<file path="src/rtl/gpio_irq_pkg.sv">
package gpio_irq_pkg;
  localparam int REG_W = 8;
  localparam int TGT_W = 3;

  // Configuration word, MSB first: target, polarity, detect, raw enable, enable
  typedef struct packed {
    logic [TGT_W-1:0] tgt;
    logic             pol;
    logic [1:0]       det;
    logic             raw;
    logic             en;
  } irq_cfg_t;
endpackage

</file>
<file path="src/rtl/gpio_irq_sync.sv">
module gpio_irq_sync #(
  parameter int W = 4
) (
  input  logic         clk,
  input  logic         rst_n,
  input  logic [W-1:0] pad_i,
  output logic [W-1:0] cur_o,
  output logic [W-1:0] prv_o
);
  logic [W-1:0] meta_q;

  always_ff @(posedge clk or negedge rst_n) begin
    if (!rst_n) begin
      meta_q <= '0;
      cur_o  <= '0;
      prv_o  <= '0;
    end else begin
      meta_q <= pad_i;
      cur_o  <= meta_q;
      prv_o  <= cur_o;
    end
  end
endmodule

</file>
<file path="src/rtl/gpio_irq_pin.sv">
module gpio_irq_pin
  import gpio_irq_pkg::*;
#(
  parameter int   DET_W  = 2,
  parameter logic ACK_HI = 1'b1
) (
  input  logic             clk,
  input  logic             rst_n,
  input  logic             cur,
  input  logic             prv,
  input  logic             cfg_we,
  input  logic             sts_we,
  input  logic [REG_W-1:0] wdata,
  output irq_cfg_t         cfg_q,
  output logic             sts_q
);
  logic rise, fall, lvl, hit, ack_hit, unmask, clr;

  assign rise = cur & ~prv;
  assign fall = ~cur & prv;
  assign lvl  = (cur == cfg_q.pol);

  generate
    if (DET_W == 2) begin : g_w2
      always_comb begin
        case (cfg_q.det)
          2'd0:    hit = lvl;
          2'd1:    hit = cfg_q.pol & rise;
          2'd2:    hit = cfg_q.pol & fall;
          default: hit = cfg_q.pol & (rise | fall);
        endcase
      end
    end else begin : g_w1
      always_comb hit = cfg_q.det[0] ? (cfg_q.pol ? rise : fall) : lvl;
    end
  endgenerate

  assign ack_hit = sts_we & (wdata[0] == ACK_HI);
  assign unmask  = cfg_we & wdata[0] & ~cfg_q.en;
  assign clr     = ack_hit | unmask;

  always_ff @(posedge clk or negedge rst_n) begin
    if (!rst_n) begin
      cfg_q <= '0;
      sts_q <= 1'b0;
    end else begin
      if (cfg_we) cfg_q <= irq_cfg_t'(wdata);
      // a fresh event outranks a clear in the same cycle
      sts_q <= (cfg_q.raw & hit) | (sts_q & ~clr);
    end
  end
endmodule

</file>
<file path="src/rtl/gpio_irq_route.sv">
module gpio_irq_route
  import gpio_irq_pkg::*;
#(
  parameter int NPINS   = 4,
  parameter int NUM_TGT = 4
) (
  input  logic [NPINS-1:0]       act,
  input  logic [NPINS*TGT_W-1:0] tgt,
  output logic [NUM_TGT-1:0]     irq_o
);
  for (genvar t = 0; t < NUM_TGT; t++) begin : g_tgt
    logic any;
    always_comb begin
      any = 1'b0;
      for (int p = 0; p < NPINS; p++)
        if (act[p] && (tgt[p*TGT_W +: TGT_W] == TGT_W'(t))) any = 1'b1;
    end
    assign irq_o[t] = any;
  end
endmodule

</file>
<file path="src/rtl/gpio_irq_detect.sv">
module gpio_irq_detect
  import gpio_irq_pkg::*;
#(
  parameter int               NPINS    = 4,
  parameter int               NUM_TGT  = 4,
  parameter int               DET_W    = 2,
  parameter logic [NPINS-1:0] ACK_HIGH = '1,
  localparam int              AW       = $clog2(2 * NPINS)
) (
  input  logic               clk,
  input  logic               rst_n,
  input  logic [NPINS-1:0]   pad_i,
  input  logic               wr_en,
  input  logic [AW-1:0]      wr_addr,
  input  logic [REG_W-1:0]   wr_data,
  input  logic [AW-1:0]      rd_addr,
  output logic [REG_W-1:0]   rd_data,
  output logic [NUM_TGT-1:0] irq_o
);
  logic [NPINS-1:0]       cur, prv;
  logic [NPINS-1:0]       sts_vec, en_vec, raw_vec;
  logic [NPINS*TGT_W-1:0] tgt_flat;
  irq_cfg_t               cfg_arr [NPINS];

  gpio_irq_sync #(.W(NPINS)) u_sync (
    .clk(clk), .rst_n(rst_n), .pad_i(pad_i), .cur_o(cur), .prv_o(prv)
  );

  for (genvar p = 0; p < NPINS; p++) begin : g_pin
    logic hit_pin;
    assign hit_pin = wr_en && (wr_addr[AW-1:1] == (AW-1)'(p));

    gpio_irq_pin #(.DET_W(DET_W), .ACK_HI(ACK_HIGH[p])) u_pin (
      .clk(clk), .rst_n(rst_n), .cur(cur[p]), .prv(prv[p]),
      .cfg_we(hit_pin & ~wr_addr[0]), .sts_we(hit_pin & wr_addr[0]),
      .wdata(wr_data), .cfg_q(cfg_arr[p]), .sts_q(sts_vec[p])
    );

    assign en_vec[p]                   = cfg_arr[p].en;
    assign raw_vec[p]                  = cfg_arr[p].raw;
    assign tgt_flat[p*TGT_W +: TGT_W]  = cfg_arr[p].tgt;
  end

  gpio_irq_route #(.NPINS(NPINS), .NUM_TGT(NUM_TGT)) u_route (
    .act(sts_vec & en_vec), .tgt(tgt_flat), .irq_o(irq_o)
  );

  always_comb begin
    rd_data = '0;
    for (int p = 0; p < NPINS; p++)
      if (rd_addr[AW-1:1] == (AW-1)'(p))
        rd_data = rd_addr[0] ? {{(REG_W-1){1'b0}}, sts_vec[p]} : REG_W'(cfg_arr[p]);
  end
endmodule

</file>
<file path="config.mk">
export PLATFORM = sky130hd
export DESIGN_NAME = gpio_irq_detect
export DESIGN_NICKNAME = d
export VERILOG_FILES = /design/src/rtl/gpio_irq_pkg.sv /design/src/rtl/gpio_irq_sync.sv /design/src/rtl/gpio_irq_pin.sv /design/src/rtl/gpio_irq_route.sv /design/src/rtl/gpio_irq_detect.sv
export SDC_FILE = /design/constraint.sdc
export NUM_CORES = 1
export LEC_CHECK = 0
export BUFFER_PORTS_ARGS = -buffer_cell sky130_fd_sc_hd__buf_4
export CAP_MARGIN = 15
export CELL_PAD_IN_SITES_DETAIL_PLACEMENT = 2
export CELL_PAD_IN_SITES_GLOBAL_PLACEMENT = 2
export CORE_ASPECT_RATIO = 1.75
export CORE_UTILIZATION = 45
export CTS_BUF_LIST = sky130_fd_sc_hd__clkbuf_4 sky130_fd_sc_hd__clkbuf_8
export DETAILED_ROUTE_END_ITERATION = 8
export HOLD_SLACK_MARGIN = 0.03
export PLACE_DENSITY = 0.95
export RECOVER_POWER = 100
export SLEW_MARGIN = 25
export SYNTH_ARGS = -nofsm -noshare
export SYNTH_HDL_FRONTEND = slang
export SYNTH_SLANG_ARGS = --single-unit
</file>
<file path="constraint.sdc">
create_clock -name clk -period 2.3 [get_ports clk]
set_input_delay 0.46 -clock clk [delete_from_list [all_inputs] [get_ports clk]]
set_output_delay 0.46 -clock clk [all_outputs]
set_load 0.03 [all_outputs]
</file>
* After elaboration in Yosys (flattened, before gate mapping)
Cells that the tools add are included.
** Storage, ports and cells
- Register bits :: 48
- Input port bits :: 21
- Output and inout bits :: 12
- Word-level logic and storage cells :: 193
** Operators by class
- Equal/unequal tests :: 30
- Muxes and demuxes :: 28
- Bitwise gates (word level) :: 78
- Reduce and logical (&&, ||, !) cells :: 30
** Operator list (count)
- 8-bit two-way mux :: 8
- 1-bit bitwise AND :: 48
- 3-bit by 2-bit == test with 1-bit output (second input constant) :: 8
- 1-bit logical AND :: 20
- 1-bit inverter :: 17
- 2-bit == test (second input constant) :: 8
- 1-bit two-way mux :: 16
- 2-bit by 1-bit == test with 1-bit output (second input constant) :: 6
- 3-bit by 1-bit == test with 1-bit output (second input constant) :: 4
- 2-bit logical NOT :: 6
- 3-bit logical NOT :: 4
- 1-bit bitwise OR :: 12
- 1-bit case mux with 3 select lines :: 4
- 4-bit bitwise AND :: 1
- 1-bit == test :: 4

* Depth between registers and ports, before layout
Gate-level depths: netlist of the first run.
- Word-level depth :: 9
- Gate-level depth with buffers :: 5
- Mapped depth without buffers :: 5

* By module
A second synthesis of the first run with hierarchy kept.
** Second synthesis, totals
- Cells, all modules :: 229
- Area total of the unflattened synthesis :: 2825.2 um^2
** Modules (own cells, without submodules)
- gpio_irq_pin :: instances 4, cells each 39, area each 479.2 um^2, seq. area each 225.2 um^2
- gpio_irq_detect :: instances 1, cells each 37, area each 386.6 um^2, seq. area each 0.0 um^2
- gpio_irq_sync :: instances 1, cells each 12, area each 300.3 um^2, seq. area each 300.3 um^2
- gpio_irq_route :: instances 1, cells each 24, area each 221.5 um^2, seq. area each 0.0 um^2

* Worst setup path after synthesis of the first run
Ideal clock, no wire load.
- Path type :: input-to-output
- From :: in rd_addr[0]
- To :: out rd_data[0]
- Arrival time :: 1.427 ns
- Data required time :: 1.840 ns
- Setup slack :: 0.413 ns
- Stages on the path :: 3
- Buffers on the path :: 1
- Cell sequence :: buf_6 > mux4_1 > mux2_2
** On the way
- Longest elaborated chain between the ends :: 5
- Elaborated cells on any way between the ends :: 8
- Those cells by class :: 8 x mux
** Ends and longest elaborated chain
- from (decl) :: RTL line gpio_irq_detect.sv:16 : input logic [AW-1:0] rd_addr,
- 8-bit two-way mux :: RTL line gpio_irq_detect.sv:52 : rd_data = rd_addr[0] ? {{(REG_W-1){1'b0}}, sts_vec[p]} : REG_W'(cfg_arr[p]);
- 8-bit two-way mux (3 in series) :: RTL line gpio_irq_detect.sv:51 : if (rd_addr[AW-1:1] == (AW-1)'(p))
- 8-bit two-way mux (*) :: RTL line gpio_irq_detect.sv:51
- to (decl) :: RTL line gpio_irq_detect.sv:17 : output logic [REG_W-1:0] rd_data,
Mark *: on every way between the ends. The rest lies on a longest branch, timed or not.

* Final worst setup path of the first run
- From :: reg g_pin[0].u_pin.cfg_q[0] (netlist name)
- To :: out irq_o[0]
** On the way
- Longest elaborated chain between the ends :: 6
** Ends and longest elaborated chain
- from (decl) :: RTL line gpio_irq_pin.sv:14 : output irq_cfg_t cfg_q,
- from (signal assigned) :: RTL line gpio_irq_pin.sv:47 : if (cfg_we) cfg_q <= irq_cfg_t'(wdata);
- 4-bit bitwise AND :: RTL line gpio_irq_detect.sv:45 : .act(sts_vec & en_vec), .tgt(tgt_flat), .irq_o(irq_o)
- 1-bit logical AND :: RTL line gpio_irq_route.sv:16 : if (act[p] && (tgt[p*TGT_W +: TGT_W] == TGT_W'(t))) any = 1'b1;
- 1-bit two-way mux (4 in series) :: RTL line gpio_irq_route.sv:16
- to (decl) :: RTL line gpio_irq_detect.sv:18 : output logic [NUM_TGT-1:0] irq_o
Every way passes these cells.

==> flow_summary.ini, run 1 <==
[sta]
fmax_ghz = 0.434
setup_tns_ns = -0.00204
grt_setup_unrepaired = yes
slew_headroom_pct = 6.47
setup_viol = 1
layout_setup_ws_ns = -0.00204
report.final.slew_viol_count = 0
hold_viol = 0
skew_ns = 0.0100
hold_slack_ns = 0.266
tightest_slew_ns = 1.39
finalCritPeriodShare_pct = 100
min_period_ns = 2.30

[finish]
fin_nets = 287
utilization_pct = 52.2
antenna_cells = 0
layout-drive-gt1-share_pct = 34.6
syn2layout_area_growth_pct = 11.2
design_area_um2 = 3090

[power]
ir_drop_v = 0.000671
p_leak_nw = 1.40
power_density_nw_per_um2 = 921

[die]
core_area_um2 = 5930
dieArea_um2 = 6510
die_h_um = 106
die_w_um = 61.4
io_pins = 33
initial_core_util_pct = 46.9
row_count = 37

[synth]
netlist_top_cells_area = dfrtp_1, mux2_2, ha_1
synth-edff-count = 0
synth_flop_cell = dfrtp_1
synth_cell_types = 37
synthMostInstantiatedCell = dfrtp_1
synth_warnings = 0
yosysTopAreaCell = dfrtp_1
synth_common_cells = dfrtp_1, mux2_2, inv_1
synth_cells = 216
yosys_register_bits = 48
synth_nets = 257
async_reset_ff_share_pct = 100
syn_area_per_cell_um2 = 12.9
synth.top_cell.area_share_pct = 43.2
synth_seq_area_share_pct = 43.2
syn-cell-area_um2 = 2780

[cts]
cts_setup_buffers = 0
cts_made_buffers = 5
ctsHoldBuffers = 0
clk_latency_ns = 0.32
cts_resized = 0
clock_path_buffers = 2
cts_tree = built
cts_root_buf = clkbuf_8
htreeDepth = 2
clk_pin_slew_worst_paths_ns = 0.09
clock-sinks = 48

[status]
status = complete, but fails checks
violations = setup timing

[min_path]
whs_path_depth = 1
hp-start = pad_i[3]
hp-class = input pin to flip-flop
hold_end = u_sync.meta_q[3]$_DFF_PN0_

[worst_setup_path]
cp-start-kind = flip-flop
worstSetupEndpointType = output pin
r2r_end = g_pin[2].u_pin.sts_q$_DFF_PN0_
r2r_setup_slack_ns = 0.82
critical_path_class = flip-flop to output pin
crit_fanout = 6
cp.arrival_ns = 1.84
worstPathRequired_ns = 1.84
rr_worst_depth = 5
r2r-start = g_pin[2].u_pin.cfg_q[3]$_DFFE_PN0N_

[detailed_routing]
wl_per_cell_um = 23.9
postRouteAntennaNets = 0
remaining_drc_errors = 0
first_pass_iters = 4
viasPerCell = 5.82
via_count = 1886
drt-initial-drc-count = 59
drt-total-wl_um = 7750

[global_route]
grt_pass1_vias = 2251
grt_pass1_wl_um = 12600
overflow = 0
grt_usage_pct = 28.0
grt_antenna_before_repair = 0
grt_max_degree = 49

[placement]
placed_cell_area_um2 = 3040
port_buffers = 32
place.gp.congestion = 0.899
dpl.hpwl_um = 5790

[job]
cap_violations = 0
## flip-flops by register name, indices dropped and copies added (netlist names)
signal	count
g_pin.u_pin.sts_q	4
u_sync.cur_o	4
g_pin.u_pin.cfg_q	32
u_sync.prv_o	4
u_sync.meta_q	4
## worst max-delay path by stage
stage | cells after the start | slack (ns) | to | from
floorplan | 3 | 0.41 | rd_data[0] | rd_addr[0]
global placement | 4 | 0.25 | rd_data[0] | rd_addr[0]
detailed placement | 4 | 0.15 | rd_data[0] | rd_addr[0]
CTS | 4 | 0.03 | irq_o[0] | g_pin[0].u_pin.cfg_q[0]$_DFFE_PN0N_
global route | 3 | -0.08 | rd_data[0] | g_pin[0].u_pin.sts_q$_DFF_PN0_
finish | 4 | -0.002 | irq_o[0] | g_pin[0].u_pin.cfg_q[0]$_DFFE_PN0N_
## through the flow
stage | setup slack [ns] | std cells | power [W]
after detailed placement | 0.153 | 317 | 0.00217
after CTS | 0.0306 | 324 | 0.00290
after floorplan | 0.413 | 216 | 0.00182
final | -0.00204 | 324 | 0.00285
after global routing | -0.0770 | 324 | 0.00300
after global placement | 0.247 | 317 | 0.00206
## cells in the final DEF, fill, tap and decap left out, types with 2 or more instances in the layout
master     synthesis  final
clkbuf_1           0      3
mux2_2            32     32
nand3_1            4      4
ha_1              20     20
nand3b_1           2      2
o31ai_1            4      4
dfrtp_1           48     48
xnor2_1            2      2
nand2b_1           6      7
inv_1             22     22
nand4_1            6      6
a22o_1             2      2
buf_4              4     15
a221oi_1           2      2
o211ai_1           8      8
buf_2              2      2
and4b_1            2      2
and2b_2            7      7
nor2b_1            8      8
nand2_1            6      6
nor4bb_1           2      2
mux4_2             7      8
clkbuf_8           2      5
a221o_1            2      2
clkbuf_4           0      4
bufinv_16          0      2
clkbuf_2           0      8
## report_power, final
part | internal, W | switching [W] | total (W)
Sequential | 0.00101 | 0.000245 | 0.00126
Combinational | 0.000420 | 0.000451 | 0.000871
Clock | 0.000428 | 0.000293 | 0.000721
Total | 0.00186 | 0.000989 | 0.00285
## worst max-delay path, stage by stage, from the launching register on
cell and delay (ns):
dfrtp_1 0.44, nor4bb_1 0.54, a22oi_1 0.20, o211ai_1 0.14, buf_4 0.20
## layer usage
metal	track usage, %	share of wire (%)	up-vias
li1	-	-	835
met1	28.8	35	986
met2	50.7	59	46
met3	6.08	2.2	19
met4	13.7	3.6	0
met5	0	0	-
## cell families (layout without fill, tap and decap cells)
family / Yosys count / count (layout) / synth area share (%)
simple gates: 52 / 52 / 14.3
flops: 48 / 48 / 43.2
mux: 42 / 42 / 20.9
buf+inv: 31 / 61 / 5.80
compound gates: 21 / 21 / 6.16
fa+ha+maj: 20 / 20 / 9.00
xor+xnor: 2 / 2 / 0.630
## final cells by class
type | instances | area (µm²)
fill | 628 | 2830
multi-input combinational | 137 | 1380
inverter | 22 | 82.6
clock buffer | 5 | 68.8
clock inverter | 2 | 60.1
tap | 78 | 97.6
timing repair buffer | 32 | 204
sequential | 48 | 1200
No activity file was read; power rests on OpenSTA's default activity.
==> run 2, diff against run 1 <==
--- a/config.mk
+++ b/config.mk
@@ -16,6 +16,7 @@
 export HOLD_SLACK_MARGIN = 0.03
 export PLACE_DENSITY = 0.95
 export RECOVER_POWER = 100
+export REMOVE_ABC_BUFFERS = 1
 export SLEW_MARGIN = 25
 export SYNTH_ARGS = -nofsm -noshare
 export SYNTH_HDL_FRONTEND = slang
==> run 2 against run 1 <==
Against the previous run: worst setup slack improved by 0.079 ns; the flow now finishes without violations; register-to-register slack got worse by 0.05 ns; utilization about the same; count of clock-buffer cells in the layout grew 1; sequential power about the same; sequential share of layout area grew 0.072 points; via count rose by 2.3%; first-iteration DRC count grew 100%; wire length shrank 1.2%; power down 3.4%; cell count increased by 0.62%; combinational power grew 1%.
==> flow_summary.ini, run 2 (synthesized netlist as in run 1, its figures left out) <==
[status]
status = completed

[die]
core_area_um2 = 5930
dieArea_um2 = 6510
row_count = 37
io_pins = 33
die_w_um = 61.4
die_h_um = 106
initial_core_util_pct = 46.9

[sta]
fmax_ghz = 0.450
slew_headroom_pct = 7.96
layout_setup_ws_ns = 0.0769
tightest_slew_ns = 1.37
finalCritPeriodShare_pct = 96.7
setup_tns_ns = 0
setup_viol = 0
min_period_ns = 2.22
grt_setup_unrepaired = no
hold_viol = 0
skew_ns = 0.00549
report.final.slew_viol_count = 0

[global_route]
overflow = 0
grt_max_degree = 49
grt_pass1_vias = 2338
grt_usage_pct = 27.5
grt_antenna_before_repair = 0
grt_busiest_layer = met2
grt.met1_usage_pct = 25.2
grt_pass1_wl_um = 12300
use_met3_pct = 5.96
met2_usage_pct = 51.0

[worst_setup_path]
rr_worst_depth = 5
worstPathRequired_ns = 1.84
critical_path_class = flip-flop to output pin
crit_path_start = g_pin[3].u_pin.cfg_q[0]$_DFFE_PN0N_
worstSetupEndpointType = output pin
path_depth = 3
r2r-start = g_pin[3].u_pin.cfg_q[2]$_DFFE_PN0N_
crit_slowest_cell = mux4_1
crit_fanout = 6
cp.arrival_ns = 1.76
slowest_delay_ns = 0.52
cp-start-kind = flip-flop
crit_family = multiplexers
crit_chain = mux4_1, mux2_2, buf_4
path_buf_inv = 1

[placement]
dp.cells = 317
dpl.hpwl_um = 5870
place.gp.congestion = 0.936
place_ws_ns = 0.203
placed_cell_area_um2 = 3040
port_buffers = 32

[power]
p_leak_nw = 1.40
power_density_nw_per_um2 = 890
ir_drop_v = 0.000638

[finish]
design_area_um2 = 3090
mostFrequentLayoutCells = dfrtp_1, mux2_2, inv_1
final_common_cell = dfrtp_1
largest_reg_flops = 32
antenna_cells = 0
utilization_pct = 52.1
fin_nets = 288
top_register = g_pin.u_pin.cfg_q
fillers = 627
syn2layout_area_growth_pct = 11.1
layout-drive-gt1-share_pct = 34.7
stdcell_count = 326

[cts]
ctsHoldBuffers = 0
clk_pin_slew_worst_paths_ns = 0.09
clk_latency_ns = 0.31
htreeDepth = 2
clock_path_buffers = 2
clock-sinks = 48
cts_root_buf = clkbuf_8
cts_made_buffers = 5
cts_tree = built

[min_path]
hp-class = input pin to flip-flop
whs_path_depth = 1
hp-start = pad_i[3]

[detailed_routing]
first_pass_iters = 4
remaining_drc_errors = 0
postRouteAntennaNets = 0
viasPerCell = 5.92
wl_per_cell_um = 23.5
drt-total-wl_um = 7660
drt-initial-drc-count = 120
via_count = 1929

[job]
cap_violations = 0
run 2: path summary, 6_finish.rpt:
check	end	slack, ns
max	rd_data[0]	0.08
min	u_sync.meta_q[3]$_DFF_PN0_	0.27
min in group asynchronous	u_sync.meta_q[3]$_DFF_PN0_	0.37
min reg2reg	u_sync.cur_o[2]$_DFF_PN0_	0.36
max in group asynchronous	g_pin[2].u_pin.cfg_q[0]$_DFFE_PN0N_	1.11
max reg2reg	g_pin[3].u_pin.sts_q$_DFF_PN0_	0.77
run 2: timing repair:
item / CTS / global route
resized for setup: 0 / 1
setup buffers: 0 / 1
endpoints found under the setup margin: 0 / 1
run 2: per-stage QoR:
step	hold slack (ns)	power, W
floorplan	0.164	0.00176
global placement	0.332	0.00206
detailed placement	0.347	0.00217
CTS	0.162	0.00281
global route	0.254	0.00291
finish	0.266	0.00275
run 2: layout make-up:
cell class              instances  area, µm²  area share (%)
repair buffers                 33        214            6.93
clock inverters                 2       35.0            1.13
inverters                      22       82.6            2.67
flip-flops and latches         48       1200            38.9
clock buffers                   6       76.3            2.47
well taps                      78       97.6            3.16
multi-input cells             137       1380            44.7
run 2: where the power goes:
group	switching (W)	total, W	internal (W)	leakage, nW
clock	0.000282	0.000617	0.000334	0.0586
sequential	0.000238	0.00125	0.00101	0.564
combinational	0.000458	0.000883	0.000425	0.776
run 2: worst reg2reg max path, delay by kind of cell, from the launching register on:
kind                     cells  cell delay (ns)
flip-flops                   1             0.42
adder cells (fa/ha/maj)      1             0.28
AO/OA/AOI/OAI                2             0.59
buffers and inverters        2             0.14
run 2: layer usage:
| layer | routed length (µm) | vias up |
|---|---|---|
| li1 | - | 846 |
| met2 | 4530 | 60 |
| met3 | 196 | 27 |
| met4 | 400 | 0 |
| met1 | 2540 | 996 |
| met5 | 0 | - |
==> run 3, diff against run 2 <==
--- a/config.mk
+++ b/config.mk
@@ -9,7 +9,8 @@
 export CAP_MARGIN = 15
 export CELL_PAD_IN_SITES_DETAIL_PLACEMENT = 2
 export CELL_PAD_IN_SITES_GLOBAL_PLACEMENT = 2
-export CORE_ASPECT_RATIO = 1.75
+export CORE_ASPECT_RATIO = 0.5
+export CORE_MARGIN = 10
 export CORE_UTILIZATION = 45
 export CTS_BUF_LIST = sky130_fd_sc_hd__clkbuf_4 sky130_fd_sc_hd__clkbuf_8
 export DETAILED_ROUTE_END_ITERATION = 8
==> run 3 against run 2 <==
Against the previous run: count of clock-buffer cells in the layout decreased by 1; worst hold slack got worse by 0.010 ns; flip-flop and latch count unchanged; worst setup slack got worse by 0.039 ns; register-to-register slack got worse by 0.02 ns; critical path type unchanged; highest routed layer unchanged.
==> flow_summary.ini, run 3 (synthesized netlist as in run 1, its figures left out) <==
[sta]
hold_slack_ns = 0.256
hold_viol = 0
min_period_ns = 2.26
setup_tns_ns = 0
skew_ns = 0.0104
report.final.slew_viol_count = 0
tightest_slew_ns = 1.41
slew_headroom_pct = 5.19
finalCritPeriodShare_pct = 98.3
grt_setup_unrepaired = no
fmax_ghz = 0.442
setup_viol = 0

[die]
io_pins = 33
row_count = 20
die_h_um = 75.6
die_w_um = 131
initial_core_util_pct = 46.1
core_area_um2 = 6030
dieArea_um2 = 9920

[global_route]
met2_usage_pct = 34.3
grt_pass1_wl_um = 14000
use_met3_pct = 4.54
overflow = 0
grt_busiest_layer = met2
grt_max_degree = 49
grt_pass1_vias = 2323
grt_antenna_before_repair = 0
grt_usage_pct = 18.8
grt.met1_usage_pct = 20.8

[worst_setup_path]
cp.arrival_ns = 1.80
cp-start-kind = flip-flop
critical_path_class = flip-flop to output pin
crit_fanout = 6
worstPathRequired_ns = 1.84
worstSetupEndpointType = output pin
rr_worst_depth = 5

[cts]
cts_made_buffers = 5
ctsHoldBuffers = 0
clk_latency_ns = 0.33
htreeDepth = 2
clock-sinks = 48
cts_tree = built
cts_root_buf = clkbuf_8
clock_path_buffers = 2
clk_pin_slew_worst_paths_ns = 0.09

[finish]
layout-drive-gt1-share_pct = 32.9
mostFrequentLayoutCells = dfrtp_1, mux2_2, inv_1
fin_nets = 287
top_register = g_pin.u_pin.cfg_q
final_common_cell = dfrtp_1
utilization_pct = 51.8
fillers = 588
regArea_um2 = 1200
antenna_cells = 0
syn2layout_area_growth_pct = 12.4
largest_reg_flops = 32
multiInputGateArea_um2 = 1400

[power]
ir_drop_v = 0.000330
finalPower_w = 0.00292
power_density_nw_per_um2 = 934
p_leak_nw = 1.41

[detailed_routing]
viasPerCell = 5.82
via_count = 1944
postRouteAntennaNets = 0
first_pass_iters = 4
wl_per_cell_um = 26.7
drt-initial-drc-count = 144
drt-total-wl_um = 8930
remaining_drc_errors = 0

[placement]
place.gp.congestion = 0.874
dpl.hpwl_um = 6430
port_buffers = 32

[min_path]
whs_path_depth = 1
hp-class = input pin to flip-flop

[status]
status = completed

[job]
cap_violations = 0
run 3: power breakdown:
part           switching [W]  total [W]  internal, W
logic               0.000489   0.000911     0.000422
clock network       0.000313   0.000741     0.000428
registers           0.000254    0.00127      0.00101
run 3: routing by layer:
metal	up-vias	part of all wire [%]	routed length [µm]
met2	61	51	4590
met4	0	3.3	294
li1	840	-	-
met3	24	4.0	355
met1	1019	41	3690
met5	-	0	0
run 3: final cells by class:
class / instances / share of cell area, %
tap: 88 / 3.52
timing repair buffer: 32 / 6.65
clock buffer: 5 / 2.20
inverter: 22 / 2.64
multi-input combinational: 137 / 44.6
sequential: 48 / 38.4
clock inverter: 2 / 1.92
run 3: path summary, 6_finish.rpt:
path                                                           from                                   to  slack (ns)
worst min-delay path                                       pad_i[1]           u_sync.meta_q[1]$_DFF_PN0_        0.26
max in group asynchronous                                     rst_n  g_pin[0].u_pin.cfg_q[2]$_DFFE_PN0N_        1.18
worst max-delay path            g_pin[3].u_pin.cfg_q[0]$_DFFE_PN0N_                           rd_data[0]        0.04
worst max register to register  g_pin[2].u_pin.cfg_q[2]$_DFFE_PN0N_       g_pin[2].u_pin.sts_q$_DFF_PN0_        0.75
min in group asynchronous                                     rst_n       g_pin[1].u_pin.sts_q$_DFF_PN0_        0.38
worst min register to register           u_sync.meta_q[2]$_DFF_PN0_            u_sync.cur_o[2]$_DFF_PN0_        0.36
run 3: timing repair:
item,CTS,global route
hold endpoints to repair,0,0
resized for setup,0,1
setup endpoints to repair,0,2
buffers inserted,0,0
run 3: per-stage QoR:
step | setup slack [ns] | std cells | area (µm²)
after floorplan | 0.521 | 207 | 2700
after global placement | 0.246 | 327 | 3050
after detailed placement | 0.229 | 327 | 3050
after CTS | 0.0426 | 334 | 3180
after global routing | 0.000254 | 334 | 3130
final | 0.0380 | 334 | 3130
run 3: critical path, cell delays in order, from the launching register on:
cell and delay (ns):
dfrtp_1 0.48, mux4_1 0.54, mux2_2 0.29, buf_4 0.17
